$ cat src/rtl/emb_frame_rx.sv
module emb_frame_rx #(
  parameter int PW        = 18,
  parameter int ACQ_GOOD  = 8,
  parameter int LOSS_BAD  = 4
) (
  input  logic          clk,
  input  logic          rst_n,
  input  logic          ser_bit,
  input  logic          bit_en,
  output logic [PW-1:0] word_out,
  output logic          word_vld,
  output logic          locked,
  output logic          frame_err
);
  localparam int FL = PW + 2;
  localparam int PSW = $clog2(FL);
  localparam int GCW = $clog2(ACQ_GOOD + 1);
  localparam int BCW = $clog2(LOSS_BAD + 1);
  localparam logic [PSW-1:0] LAST = PSW'(FL - 1);

  logic [PSW-1:0] pos;
  logic           skip;
  logic           start_ok;
  logic [PW-1:0]  shreg;
  logic [GCW-1:0] good_cnt;
  logic [BCW-1:0] bad_cnt;

  wire at_stop  = (pos == LAST);
  wire frame_ok = start_ok & ~ser_bit;

  always_ff @(posedge clk) begin
    if (!rst_n) begin
      pos       <= '0;
      skip      <= 1'b0;
      start_ok  <= 1'b0;
      shreg     <= '0;
      good_cnt  <= '0;
      bad_cnt   <= '0;
      locked    <= 1'b0;
      word_out  <= '0;
      word_vld  <= 1'b0;
      frame_err <= 1'b0;
    end else begin
      word_vld  <= 1'b0;
      frame_err <= 1'b0;
      if (bit_en) begin
        if (skip) begin
          skip <= 1'b0;
        end else begin
          pos <= at_stop ? '0 : pos + 1'b1;
          if (pos == '0)
            start_ok <= ser_bit;
          else if (!at_stop)
            shreg <= {shreg[PW-2:0], ser_bit};
          if (at_stop) begin
            if (!locked) begin
              if (frame_ok) begin
                if (good_cnt == GCW'(ACQ_GOOD - 1)) begin
                  locked   <= 1'b1;
                  good_cnt <= '0;
                  bad_cnt  <= '0;
                end else begin
                  good_cnt <= good_cnt + 1'b1;
                end
              end else begin
                good_cnt <= '0;
                skip     <= 1'b1;
              end
            end else if (frame_ok) begin
              bad_cnt  <= '0;
              word_out <= shreg;
              word_vld <= 1'b1;
            end else begin
              frame_err <= 1'b1;
              if (bad_cnt == BCW'(LOSS_BAD - 1)) begin
                locked  <= 1'b0;
                bad_cnt <= '0;
              end else begin
                bad_cnt <= bad_cnt + 1'b1;
              end
            end
          end
        end
      end
    end
  end
endmodule


$ cat config.mk
export PLATFORM = sky130hd
export DESIGN_NAME = emb_frame_rx
export DESIGN_NICKNAME = d
export VERILOG_FILES = /design/src/rtl/emb_frame_rx.sv
export SDC_FILE = /design/constraint.sdc
export NUM_CORES = 1
export LEC_CHECK = 0
export BUFFER_PORTS_ARGS = -buffer_cell sky130_fd_sc_hd__buf_2
export CAP_MARGIN = 20
export CORE_MARGIN = 2
export CORE_UTILIZATION = 56
export CTS_CLUSTER_SIZE = 25
export DETAILED_ROUTE_END_ITERATION = 16
export GPL_ROUTABILITY_DRIVEN = 0
export MAX_ROUTING_LAYER = met4
export PLACE_DENSITY = 0.74
export SYNTH_ARGS = -nofsm -noshare
export SYNTH_HDL_FRONTEND = slang
export SYNTH_SLANG_ARGS = --single-unit
$ cat constraint.sdc
create_clock -name clk -period 2.1 [get_ports clk]
set_input_delay 0.525 -clock clk [delete_from_list [all_inputs] [get_ports clk]]
set_output_delay 0.525 -clock clk [all_outputs]
set_load 0.005 [all_outputs]
### Word level (Yosys, flattened, before mapping)

Index checks and enable logic that the tools add are counted.
Widths: inputs -> output; s select.

| storage, ports and cells | value |
|---|---|
| register bits after elaboration | 53 |
| input bits | 4 |
| output and inout port bits | 21 |
| logic and storage cells | 53 |

| cells by class | value |
|---|---|
| add/sub/neg operators | 3 |
| eq/ne operators | 3 |
| mux-type cells | 18 |
| bitwise operators | 8 |
| reduce and logical (&&, ||, !) cells | 11 |

Operator list:

| operator | count |
|---|---|
| $mux 3 | 5 |
| $mux 1 | 10 |
| $reduce_and 5->1 | 2 |
| $mux 4 | 2 |
| $reduce_and 4->1 | 2 |
| $not 1->1 | 7 |
| $reduce_and 3->1 | 2 |
| $add 5x1->5 const B | 1 |
| $eq 5x5->1 const B | 1 |
| $logic_not 5->1 | 1 |
| $mux 5 | 1 |
| $reduce_or 5->1 | 1 |
| $add 4x1->4 const B | 1 |
| $eq 4x3->1 const B | 1 |
| $reduce_bool 2->1 | 2 |
| $add 3x1->3 const B | 1 |
| $eq 3x2->1 const B | 1 |
| $reduce_and 2->1 | 1 |
| $and 1x1->1 | 1 |

### Logic depth before layout (Yosys ltp)

| logic depth | value |
|---|---|
| depth in word-level cells | 6 |
| mapped depth | 8 |
| depth with buffers taken out | 6 |

### Least setup slack after synthesis

OpenSTA, ideal clock, no wires.

| timing path | value |
|---|---|
| path type | input-to-reg |
| start point | in rst_n |
| end point | reg good_cnt[3] |
| library setup time | 0.069 ns |
| arrival time | 1.514 ns |
| data required time | 2.031 ns |
| slack | 0.517 ns |
| stages on the path | 4 |
| buffers on the path | 1 |
| path through | clkbuf_1 > inv_1 > or4_1 > o21ai_1 |

RTL lines:

| element | RTL line | text |
|---|---|---|
| start, declared | 7 | `input logic rst_n,` |
| end signal, assigned | 63 | `good_cnt <= good_cnt + 1'b1;` |
| end, declared | 25 | `logic [GCW-1:0] good_cnt;` |

### Worst setup path after layout

| timing path | value |
|---|---|
| start point | reg pos[0] |
| end point | reg word_out[1] |

| on the way | value |
|---|---|
| word-level cells in the longest chain between the ends | 2 |

RTL lines:

| element | RTL line | text |
|---|---|---|
| start, declared | 21 | `logic [PSW-1:0] pos;` |
| start signal, assigned | 50 | `pos <= at_stop ? '0 : pos + 1'b1;` |
| $eq 5x5->1 | 28 | `wire at_stop = (pos == LAST);` |
| $reduce_and 5->1 (no source line) | -- |  |
| end signal, assigned | 71 | `word_out <= shreg;` |
| end, declared | 10 | `output logic [PW-1:0] word_out,` |

No other way between the ends.
A chain may end at the register's enable or synchronous reset.

==> results.toml <==
[routing]
drc = 0
drt-pass1-iter-count = 4
routed_via_density = 5.28
ant_nets = 0
postRouteWirelength_mm = 3.48
drt_iter0_drc = 86
dr_total_vias = 1532
wire_per_inst_um = 12.0

[cells_and_area]
mostFrequentLayoutCell = "dfxtp_1"
diodes = 0
mostFrequentLayoutCells = "dfxtp_1, nand2_1, nand3_1, buf_2, o21ai_1"
drive_gt1_share_pct = 17.8
areaGrowthSynthToFinish_pct = 12.1
nets = 249

[clock_network]
clock_path_buffers = 2
cts_buffers = 5
h-tree-depth = 2
clk_latency_ns = 0.30
clkSlewWorstSetupHoldPaths_ns = 0.09
cts_tree = "done"
ctsHoldBuffers = 0
ctsResizeCount = 0
cts_root_buf = "clkbuf_8"
cts_sinks = 53
postCtsSetupBuffers = 0

[worst_hold_path]
hp-class = "reg -> reg"
min_from = "word_out[4]"
hold_depth = 2

[critical_path]
worstPathMaxFanout = 37
required_ns = 2.29
criticalPathCategory = "reg -> reg"
crit_path_end = "word_out[1]"
worstSetupEndpointType = "flip-flop"
cp_data_arrival_time_ns = 1.95
crit_path_start = "pos[0]"
r2r_start = "pos[0]"
reg2regPathDepth = 5
critPathLaunchType = "flip-flop"
rrSetupSlack_ns = 0.33
rr_endpoint = "word_out[1]"

[floorplanning]
die_y_um = 65.1
dieArea_mm2 = 0.00424
core_area_mm2 = 0.00363
initial_core_util_pct = 57.5
die_w_um = 65.1
io-pin-count = 25
num_rows = 22

[place]
hpwl_mm = 2.46
port_buffers = 24

[timing]
rsz0062_at_grt = "no"
finalCriticalPeriod_ns = 1.77
timing.final.crit_share_pct = 84.1
tightest_slew_ns = 0.472
hold_viol_final = 0
setup_viol = 0
max_freq_mhz = 566
maxSlewViolCount = 0
timing.hold.ws_ns = 0.458
slew_headroom_pct = 68.5
finalClockSkew_ns = 0.00615
fin_setup_tns_ns = 0

[flow_run]
maxCapViolCount = 0

[power_and_ir_drop]
ir_drop_uv = 566
cellPowerDensity_mw_per_mm2 = 717
p_leak_nw = 1.00

[logic_synthesis]
synth_top_cell_area_share_pct = 50.7
synth_warnings = 0
synth_area_leader_cell = "dfxtp_1"
synth_cell_types = 37
postSynthNetCount = 226
yosysSeqAreaShare_pct = 50.7
yosys_most_used_dff = "dfxtp_1"
synth-seq-cells = 53
netlist_top_cells_area = "dfxtp_1, mux2i_1, nand3_1, o21ai_1, nand2_1"
synthesis.area_mm2 = 0.00209
syn_area_per_cell_um2 = 9.59
synth_edf_count = 0
synthArstFlopShare_pct = 0
synth_cells = 218

[outcome]
outcome = "finished clean"

[global_route]
track_usage_pct = 19.4
grt_pass1_vias = 1382
gr-total-overflow = 0
grt_max_degree = 42
grt_pass1_wl_mm = 6.19
antenna_found_initial = 0
cell families (layout without fill, tap and decap cells):
family          after synthesis  count (layout)  synth area share (%)
compound gates               38              38                  11.2
xor+xnor                      2               2                 0.838
fa+ha+maj                     4               4                  2.39
buf+inv                      18              42                  4.43
flops                        53              53                  50.7
mux                          21              21                  10.1
simple gates                 82              82                  20.3
stage by stage:
stage	std cells	area (µm²)	setup slack, ns	power [mW]	utilization [%]
floorplan	218	2090	0.517	1.10	-
global placement	282	2250	0.312	1.12	61.9
detailed placement	282	2250	0.265	1.12	61.9
CTS	290	2340	0.310	1.70	64.5
global route	290	2340	0.0659	1.77	64.5
finish	290	2340	0.333	1.68	64.5
critical path, cell delays in order (launching register included):
cell and delay [ns]:
dfxtp_1 0.38, ha_1 0.22, and4bb_2 0.32, nand4_4 0.40, nand3_1 0.23, o21ai_1 0.08
final cells by class:
class | count | area [µm²]
fillers | 312 | 1290
clock buffers | 6 | 82.6
repair buffers | 29 | 158
flip-flops and latches | 53 | 1060
clock inverters | 2 | 13.8
well taps | 48 | 60.1
multi-input cells | 147 | 951
inverters | 5 | 18.8
registers in the layout, indices dropped and copies added, names as in the netlist:
register / flops
shreg: 18
word_out: 18
pos: 5
good_cnt: 4
bad_cnt: 3
frame_err: 1
locked: 1
skip: 1
start_ok: 1
word_vld: 1
Yosys cell counts (all sizes together) (2+ instances only):
cell	number
nor2b	3
o21ai	23
nand4	3
o31ai	3
nand2	29
nor2	9
nor3	2
clkbuf	4
inv	5
a21oi	8
nand3b	2
dfxtp	53
ha	4
nand3	24
mux2i	20
nand2b	3
buf	9
worst min-delay path by stage:
stage | slack [ns] | end
floorplan | 0.43 | good_cnt[3]
global placement | 0.45 | word_out[8]
detailed placement | 0.45 | word_out[4]
CTS | 0.46 | word_out[4]
global route | 0.49 | word_out[7]
finish | 0.46 | word_out[4]
per-layer routing:
layer / track usage (%) / part of all wire, % / vias to the layer above
li1: - / - / 812
met3: 5.14 / 2.8 / 9
met2: 28.4 / 43 / 18
met5: - / 0 / -
met1: 25.4 / 51 / 693
met4: 8.85 / 2.4 / 0
report_power, final:
group          total [mW]  switching [mW]  internal [mW]
registers            1.01         0.00442           1.01
logic              0.0856          0.0532         0.0324
clock network       0.582           0.315          0.267
total                1.68           0.372           1.31
Power figures use the tool's default switching activity.
